[src/rtl/inval_pkg.sv]
package inval_pkg;
  localparam int ID_W = 16;
  localparam logic [1:0] GRAN_NONE   = 2'd0;
  localparam logic [1:0] GRAN_GLOBAL = 2'd1;
  localparam logic [1:0] GRAN_DOMAIN = 2'd2;
  localparam logic [1:0] GRAN_DEVICE = 2'd3;
  localparam logic [63:0] CTX_WMASK = 64'h6000_0000_FFFF_FFFF;
  localparam logic [63:0] TLB_WMASK = 64'h3003_FFFF_0000_0000;

  typedef struct packed {
    logic walk;
    logic finish;
  } invStrobeT;
endpackage

[src/rtl/inval_ctrl.sv]
module inval_ctrl
  import inval_pkg::*;
#(
  parameter int ENTRIES = 8,
  localparam int IDX_W = $clog2(ENTRIES)
) (
  input  logic             clk,
  input  logic             rstN,
  input  logic             start,
  input  logic             drainHold,
  output invStrobeT        stb,
  output logic [IDX_W-1:0] walkIdx
);
  typedef enum logic [1:0] {S_IDLE, S_WALK, S_FIN} stateT;
  localparam logic [IDX_W-1:0] LAST = IDX_W'(ENTRIES - 1);

  stateT state;
  logic [IDX_W-1:0] idx;

  always_ff @(posedge clk) begin
    if (!rstN) begin
      state <= S_IDLE;
      idx   <= '0;
    end else begin
      unique case (state)
        S_IDLE: if (start) begin
          state <= S_WALK;
          idx   <= '0;
        end
        S_WALK: begin
          if (idx == LAST) state <= S_FIN;
          else idx <= idx + 1'b1;
        end
        S_FIN: if (!drainHold) state <= S_IDLE;
        default: state <= S_IDLE;
      endcase
    end
  end

  always_comb begin
    stb.walk   = (state == S_WALK);
    stb.finish = (state == S_FIN) && !drainHold;
    walkIdx    = idx;
  end
endmodule

[src/rtl/inval_datapath.sv]
module inval_datapath
  import inval_pkg::*;
#(
  parameter int CTX_ENTRIES = 8,
  parameter int TLB_ENTRIES = 8,
  localparam int CIDX_W = $clog2(CTX_ENTRIES),
  localparam int TIDX_W = $clog2(TLB_ENTRIES)
) (
  input  logic              clk,
  input  logic              rstN,
  input  logic              ctxWr,
  input  logic              tlbWr,
  input  logic [63:0]       wrData,
  input  invStrobeT         ctxStb,
  input  logic [CIDX_W-1:0] ctxIdx,
  input  invStrobeT         tlbStb,
  input  logic [TIDX_W-1:0] tlbIdx,
  input  logic              ctxFillEn,
  input  logic [CIDX_W-1:0] ctxFillIdx,
  input  logic [ID_W-1:0]   ctxFillSid,
  input  logic [ID_W-1:0]   ctxFillDid,
  input  logic              tlbFillEn,
  input  logic [TIDX_W-1:0] tlbFillIdx,
  input  logic [ID_W-1:0]   tlbFillDid,
  output logic [63:0]       ctxReg,
  output logic [63:0]       tlbReg,
  output logic              ctxStart,
  output logic              tlbStart,
  output logic [CTX_ENTRIES-1:0] ctxValid,
  output logic [TLB_ENTRIES-1:0] tlbValid
);
  logic [ID_W-1:0] ctxSid [CTX_ENTRIES];
  logic [ID_W-1:0] ctxDid [CTX_ENTRIES];
  logic [ID_W-1:0] tlbDid [TLB_ENTRIES];

  logic ctxHit, tlbHit;
  logic [1:0] ctxAct, tlbAct;

  assign ctxStart = ctxWr && !ctxReg[63] && wrData[63];
  assign tlbStart = tlbWr && !tlbReg[63] && wrData[63];

  // Entry under the walk pointer matches the latched command
  always_comb begin
    unique case (ctxReg[62:61])
      GRAN_GLOBAL: ctxHit = 1'b1;
      GRAN_DOMAIN: ctxHit = ctxDid[ctxIdx] == ctxReg[15:0];
      GRAN_DEVICE: ctxHit = (ctxDid[ctxIdx] == ctxReg[15:0]) &&
                            (ctxSid[ctxIdx] == ctxReg[31:16]);
      default:     ctxHit = 1'b0;
    endcase
    unique case (tlbReg[61:60])
      GRAN_GLOBAL: tlbHit = 1'b1;
      GRAN_DOMAIN: tlbHit = tlbDid[tlbIdx] == tlbReg[47:32];
      default:     tlbHit = 1'b0;  // device scope unsupported on IOTLB
    endcase
    ctxAct = ctxReg[62:61];
    tlbAct = (tlbReg[61:60] == GRAN_DEVICE) ? GRAN_NONE : tlbReg[61:60];
  end

  // Command registers
  always_ff @(posedge clk) begin
    if (!rstN) begin
      ctxReg <= '0;
      tlbReg <= '0;
    end else begin
      if (ctxWr && !ctxReg[63]) begin
        ctxReg <= (wrData & CTX_WMASK) | {wrData[63], 63'b0};
        ctxReg[60:59] <= wrData[63] ? GRAN_NONE : ctxReg[60:59];
      end else if (ctxStb.finish) begin
        ctxReg[63]    <= 1'b0;
        ctxReg[60:59] <= ctxAct;
      end
      if (tlbWr && !tlbReg[63]) begin
        tlbReg <= (wrData & TLB_WMASK) | {wrData[63], 63'b0};
        tlbReg[58:57] <= wrData[63] ? GRAN_NONE : tlbReg[58:57];
      end else if (tlbStb.finish) begin
        tlbReg[63]    <= 1'b0;
        tlbReg[58:57] <= tlbAct;
      end
    end
  end

  // Tag stores: a fill in the same cycle as a clear wins
  always_ff @(posedge clk) begin
    if (!rstN) begin
      ctxValid <= '0;
      tlbValid <= '0;
    end else begin
      if (ctxStb.walk && ctxHit) ctxValid[ctxIdx] <= 1'b0;
      if (ctxFillEn) ctxValid[ctxFillIdx] <= 1'b1;
      if (tlbStb.walk && tlbHit) tlbValid[tlbIdx] <= 1'b0;
      if (tlbFillEn) tlbValid[tlbFillIdx] <= 1'b1;
    end
  end

  always_ff @(posedge clk) begin
    if (ctxFillEn) begin
      ctxSid[ctxFillIdx] <= ctxFillSid;
      ctxDid[ctxFillIdx] <= ctxFillDid;
    end
    if (tlbFillEn) tlbDid[tlbFillIdx] <= tlbFillDid;
  end
endmodule

[src/rtl/iommu_inval_unit.sv]
module iommu_inval_unit
  import inval_pkg::*;
#(
  parameter int ADDR_W      = 12,
  parameter int IOTLB_WIN   = 'h100,
  parameter int CTX_ENTRIES = 8,
  parameter int TLB_ENTRIES = 8,
  parameter int CNT_W       = 6,
  localparam int CIDX_W = $clog2(CTX_ENTRIES),
  localparam int TIDX_W = $clog2(TLB_ENTRIES)
) (
  input  logic                   clk,
  input  logic                   rstN,
  input  logic                   busWrEn,
  input  logic [ADDR_W-1:0]      busAddr,
  input  logic [63:0]            busWrData,
  output logic [63:0]            busRdData,
  input  logic                   ctxFillEn,
  input  logic [CIDX_W-1:0]      ctxFillIdx,
  input  logic [15:0]            ctxFillSid,
  input  logic [15:0]            ctxFillDid,
  input  logic                   tlbFillEn,
  input  logic [TIDX_W-1:0]      tlbFillIdx,
  input  logic [15:0]            tlbFillDid,
  input  logic [CNT_W-1:0]       pendingReqs,
  output logic [CTX_ENTRIES-1:0] ctxValid,
  output logic [TLB_ENTRIES-1:0] tlbValid
);
  localparam logic [ADDR_W-1:0] CTX_ADDR = ADDR_W'('h28);
  localparam logic [ADDR_W-1:0] TLB_ADDR = ADDR_W'(IOTLB_WIN + 8);

  logic ctxSel, tlbSel, ctxStart, tlbStart, drainHold;
  logic [63:0] ctxRegQ, tlbRegQ;
  invStrobeT ctxStb, tlbStb;
  logic [CIDX_W-1:0] ctxIdx;
  logic [TIDX_W-1:0] tlbIdx;

  assign ctxSel    = busAddr == CTX_ADDR;
  assign tlbSel    = busAddr == TLB_ADDR;
  assign drainHold = (tlbRegQ[49] || tlbRegQ[48]) && (pendingReqs != '0);
  assign busRdData = ctxSel ? ctxRegQ : (tlbSel ? tlbRegQ : 64'd0);

  inval_ctrl #(.ENTRIES(CTX_ENTRIES)) u_ctxCtrl (
    .clk(clk), .rstN(rstN), .start(ctxStart), .drainHold(1'b0),
    .stb(ctxStb), .walkIdx(ctxIdx));

  inval_ctrl #(.ENTRIES(TLB_ENTRIES)) u_tlbCtrl (
    .clk(clk), .rstN(rstN), .start(tlbStart), .drainHold(drainHold),
    .stb(tlbStb), .walkIdx(tlbIdx));

  inval_datapath #(.CTX_ENTRIES(CTX_ENTRIES), .TLB_ENTRIES(TLB_ENTRIES)) u_dp (
    .clk(clk), .rstN(rstN),
    .ctxWr(busWrEn && ctxSel), .tlbWr(busWrEn && tlbSel), .wrData(busWrData),
    .ctxStb(ctxStb), .ctxIdx(ctxIdx), .tlbStb(tlbStb), .tlbIdx(tlbIdx),
    .ctxFillEn(ctxFillEn), .ctxFillIdx(ctxFillIdx),
    .ctxFillSid(ctxFillSid), .ctxFillDid(ctxFillDid),
    .tlbFillEn(tlbFillEn), .tlbFillIdx(tlbFillIdx), .tlbFillDid(tlbFillDid),
    .ctxReg(ctxRegQ), .tlbReg(tlbRegQ),
    .ctxStart(ctxStart), .tlbStart(tlbStart),
    .ctxValid(ctxValid), .tlbValid(tlbValid));
endmodule

[config.mk]
export PLATFORM = sky130hd
export DESIGN_NAME = iommu_inval_unit
export DESIGN_NICKNAME = d
export VERILOG_FILES = /design/src/rtl/inval_pkg.sv /design/src/rtl/inval_ctrl.sv /design/src/rtl/inval_datapath.sv /design/src/rtl/iommu_inval_unit.sv
export SDC_FILE = /design/constraint.sdc
export NUM_CORES = 1
export LEC_CHECK = 0
export CAP_MARGIN = 20
export CORE_UTILIZATION = 50
export DETAILED_ROUTE_END_ITERATION = 7
export PLACE_DENSITY = 0.73
export SLEW_MARGIN = 5
export SYNTH_ARGS = -nofsm -noshare
export SYNTH_HDL_FRONTEND = slang
export SYNTH_SLANG_ARGS = --single-unit
[constraint.sdc]
create_clock -name clk -period 8.2 [get_ports clk]
set_input_delay 1.23 -clock clk [delete_from_list [all_inputs] [get_ports clk]]
set_output_delay 1.23 -clock clk [all_outputs]
set_load 0.05 [all_outputs]
Yosys cells after proc, flatten, opt, wreduce, memory -nomap -nowiden
Memory sizes are Yosys's and may differ from the RTL's. A register that Yosys moved wholly into a read port is not among the register bits.
Index checks and enable logic that the tools add are counted.

word-level totals
  register bits = 154
  bits in writable memories = 384
  input port bits = 141
  output and inout port bits = 80
  memories = 3

memory list
  name         words  width  read ports  clocked after memory_dff  wr ports  RTL line              RTL
  u_dp.ctxDid  8      16     1           1                         1         inval_datapath.sv:33  logic [ID_W-1:0] ctxDid [CTX_ENTRIES];
  u_dp.ctxSid  8      16     1           1                         1         inval_datapath.sv:32  logic [ID_W-1:0] ctxSid [CTX_ENTRIES];
  u_dp.tlbDid  8      16     1           1                         1         inval_datapath.sv:34  logic [ID_W-1:0] tlbDid [TLB_ENTRIES];

cells by class
  add/sub/neg operators = 2
  $lt $le $gt $ge = 8
  eq/ne operators = 26
  muxes and demuxes = 51
  bitwise operators = 8
  reductions and logical operators = 32

operator list
  operator                                                            count
  2-to-1 mux 64 bit                                                   2
  bitwise OR 62 x 64 -> 64 bit                                        1
  bitwise OR 63 x 64 -> 64 bit                                        1
  equality test 16 bit                                                3
  2-to-1 mux 8 bit                                                    6
  2-to-1 mux 3 bit                                                    10
  2-to-1 mux 2 bit                                                    11
  inequality test 2 bit (second input constant)                       9
  bitwise AND 8 bit                                                   2
  less-than comparator 3 x 4 -> 1 bit (second input constant)         4
  NOT 8 bit                                                           2
  bitwise OR 8 bit                                                    2
  logical AND 1 bit                                                   15
  demux 1 bit (select 3 bit)                                          4
  equality test 12 x 6 -> 1 bit (second input constant)               1
  equality test 12 x 9 -> 1 bit (second input constant)               1
  equality test 2 bit (second input constant)                         6
  greater-or-equal comparator 3 x 1 -> 1 bit (second input constant)  4
  2-to-1 mux 1 bit                                                    12
  one-hot mux 3 bit (2 select lines)                                  2
  AND reduction 3 bit                                                 3
  equality test 2 x 1 -> 1 bit (second input constant)                4
  nonzero test 2 bit                                                  4
  adder 3 x 1 -> 3 bit (second input constant)                        2
  other kinds (10)                                                    16

Depth between registers and ports, before layout
  word-level depth = 10
  depth in mapped cells = 12
  depth with buffers taken out = 8

Cells and area by module
From an unflattened synthesis, not the netlist that was laid out.

second synthesis, totals
  cells, all modules = 1426
  area total of the unflattened synthesis = 20278.2 µm²

by module, submodules not included
  module            times used  cells each  area each (µm²)  seq. area each (µm²)
  inval_datapath    1           1204        18789.3          13052.5
  iommu_inval_unit  1           160         943.4            0.0
  inval_ctrl        2           31          272.8            100.1

Worst setup path after synthesis
OpenSTA, ideal clock, no wires.

  path type = input to output
  start point = in busAddr[1]
  end point = out busRdData[10]
  data arrival time = 3.007 ns
  required time = 6.970 ns
  setup slack = 3.963 ns
  stages = 5
  path buffers = 2
  cell sequence = or4b_1 nor4_2 clkbuf_1 clkbuf_1 and2_1

on the way
  longest elaborated chain between the ends = 3
  elaborated cells between the ends (all ways) = 4
  those cells by class = eq/ne: 2; mux: 2

RTL lines
  what                           RTL line                RTL
  from (decl)                    iommu_inval_unit.sv:15  input logic [ADDR_W-1:0] busAddr,
  equality test 12 x 9 -> 1 bit  iommu_inval_unit.sv:39  assign tlbSel = busAddr == TLB_ADDR;
  2-to-1 mux 64 bit              iommu_inval_unit.sv:41  assign busRdData = ctxSel ? ctxRegQ : (tlbSel ? tlbRegQ : 64'd0);
  2-to-1 mux 64 bit *            iommu_inval_unit.sv:41
  to (decl)                      iommu_inval_unit.sv:17  output logic [63:0] busRdData,

Mark *: on every way between the ends. The rest lies on a longest branch, timed or not.

Worst setup path after layout
  start point = in busAddr[6]
  end point = out busRdData[63]

The elaborated chain is that of the path after synthesis.

==> out/metrics.cfg <==
[clocking]
cts_root_buffer=clkbuf_16
cts_tree=done
post_cts_buffers=0
cts_hold_buf=0
clkSinkCount=476
cts_buffers=48
clock_path_buffers=3
cts_max_level=2
clock_latency_ns=0.56
clk_pin_slew_ns=0.06
cts_resized=0

[synthesis]
synth_edf_count=384
avgSynthCellArea_um2=16.10
synthMuxAreaShare_pct=13.97
yosysWarnings=0
ys.flop_type=edfxtp_1
syn-cell-area_mm2=0.01902
synthAdderAreaFrac_pct=0.4605
synth_xor_xnor_area_share_pct=1.888
synth_compound_area_share_pct=3.908
synth_cell_types=52
syn_inst=1181
synth-simple-area-share_pct=7.624
synthArstFlopShare_pct=0
synth_top_area_share_pct=60.63
synth_top_cell_by_area=edfxtp_1
yosysSeqAreaShare_pct=70.31
ys_ff_latch=476
synth_area_leaders=edfxtp_1 (61%), dfxtp_1 (9.7%), mux4_2 (8.1%)
synth_top_family_by_area=multiplexers

[floorplanning]
die_h_um=197.0
fp.dieW_um=197.0
coreArea_mm2=0.03758
initial_core_util_pct=50.61
rows=71
dieArea_mm2=0.03882
ioPinCount=221

[worst_setup_path]
cp-start-kind=input pin
r2r_end=u_dp.ctxValid[0]$_SDFF_PN0_
critPathCaptureType=primary output
crit_top_cell=clkdlybuf4s50_1
path_cells=clkdlybuf4s50_1 -> or4_4 -> nor4_4 -> a22o_1 -> clkdlybuf4s50_1
critPathMaxStageDelay_ns=0.86
cp.required_ns=6.97
worst_path_max_delay_cell=clkdlybuf4s50_1
reg2reg_slack_ns=4.24
arrival_ns=4.18
path_class=input pin to primary output
reg2reg_depth=9
worst-path-max-fanout=24

[route]
drc=0
routed_wirelength_um=42480
drt_pass1_iterations=5
postRouteAntennaNets=0
drt-initial-drc-count=766
vias_per_cell=5.519
wl_per_cell_um=21.72
dr_total_vias=10800

[hold_path]
hold_start=u_dp.tlbReg[63]$_SDFFE_PN0P_
whs_endpoint=u_dp.tlbReg[63]$_SDFFE_PN0P_
min_path_cells=2
hold_path_class=register to register

[timing]
skew_ns=0.01655
period_share_pct=65.96
slew_headroom_pct=36.27
final_max_slew_viol_count=0
hold_slack_ns=0.4748
layout_setup_ws_ns=2.791
final_hold_viol_count=0
fmax_ghz=0.1849
worst_pin_slew_ns=0.9489
finalSetupTns_ns=0
finalCriticalPeriod_ns=5.409
setup_violations=0
rsz0062_at_grt=false

[place]
gp_congestion=0.8034
placed_area_mm2=0.02167
io_buffers=203
placed_cells=1861
dp_hpwl_um=25660
place_ws_ns=2.740

[final_layout]
postLayoutCoreUtil_pct=62.14
area_growth_pct=22.77
finalNetCount=1550
design_area_mm2=0.02335
layout_commonest_cell=edfxtp_1
mostFrequentLayoutCells=edfxtp_1 (384), clkdlybuf4s50_1 (203), mux2i_1 (100), nand2_1 (87), dfxtp_1 (87)
fin_cells=1956
drive_gt1_share_pct=14.08

[pwr]
total_power_mw=5.116
p_leak_nw=7.481
ir_drop_uv=150.6
power_density_mw_per_mm2=219.1

[global_route]
gr-total-overflow=0
grt_usage_pct=22.07
grt_pass1_wl_um=63710
grt_max_degree=70
first_global_vias=10790
grt_antenna_before_repair=5

[run]
cap_violations=0

[run_status]
outcome=complete, no violations

-- worst max-delay path, delay by kind of cell --
kind | cells | cell delay [ns]
buffers and inverters | 2 | 1.28
AO/OA/AOI/OAI | 1 | 0.24
AND/OR/NAND/NOR | 2 | 1.42
-- kinds of logic after synthesis --
group,count (synthesis)
flip-flops,476
other,1
AND/OR/NAND/NOR,284
AO/OA/AOI/OAI,123
adder cells (fa/ha/maj),7
multiplexers,179
buffers and inverters,70
XOR/XNOR,41
-- routing by layer --
metal	global-route usage [%]	wire length (um)
met4	6.431	702
met2	35.52	20500
met5	0	25
met1	30.64	18530
met3	4.439	2718
-- report_power, final --
part           internal (mW)  leakage (nW)  switching (mW)
clock                   1.34         0.795           0.889
combinational         0.0885          2.45           0.105
sequential              2.68          4.23          0.0156
total                   4.11          7.48            1.01
-- how the worst max path moves through the flow --
| stage | startpoint | to | slack [ns] | cells past startpoint |
|---|---|---|---|---|
| finish | busAddr[6] | busRdData[63] | 2.79 | 5 |
| global route | busAddr[1] | busRdData[63] | 2.58 | 5 |
| CTS | busAddr[6] | busRdData[63] | 2.74 | 5 |
| detailed placement | busAddr[6] | busRdData[63] | 2.74 | 5 |
| global placement | busAddr[0] | busRdData[63] | 2.78 | 5 |
| floorplan | busAddr[1] | busRdData[10] | 3.96 | 5 |
-- cells in the mapped netlist, types with 7 or more instances --
library cell,instances
a21oi_1,54
a22o_1,12
a22oi_1,10
a31oi_1,11
and2_1,55
buf_2,19
buf_4,14
clkbuf_1,29
dfxtp_1,92
edfxtp_1,384
ha_1,7
mux2_2,11
mux2i_1,100
mux4_2,68
nand2_1,87
nand2b_1,13
nor2_1,58
nor2b_1,10
nor3_1,14
o21ai_0,20
xnor2_1,16
xor2_1,25
-- layout make-up --
| class | count | area (um^2) |
|---|---|---|
| diodes | 3 | 7.507 |
| clock buffers | 64 | 1344 |
| clock inverters | 26 | 290.3 |
| fillers | 2796 | 14230 |
| inverters | 6 | 22.52 |
| multi-input cells | 641 | 5411 |
| flip-flops and latches | 476 | 13380 |
| well taps | 511 | 639.4 |
| repair buffers | 229 | 2255 |
-- registers in the layout, indices dropped and copies added, names as in the netlist, named ones only --
register and cells:
u_ctxCtrl.walkIdx 3, u_dp.ctxSid 128, u_dp.ctxReg 37, u_dp.ctxValid 8, u_ctxCtrl.state 2, u_tlbCtrl.walkIdx 3, u_tlbCtrl.state 2, u_dp.tlbDid 128
u_dp.ctxDid 128, u_dp.tlbValid 8, u_dp.tlbReg 23
Power figures use the tool's default switching activity.
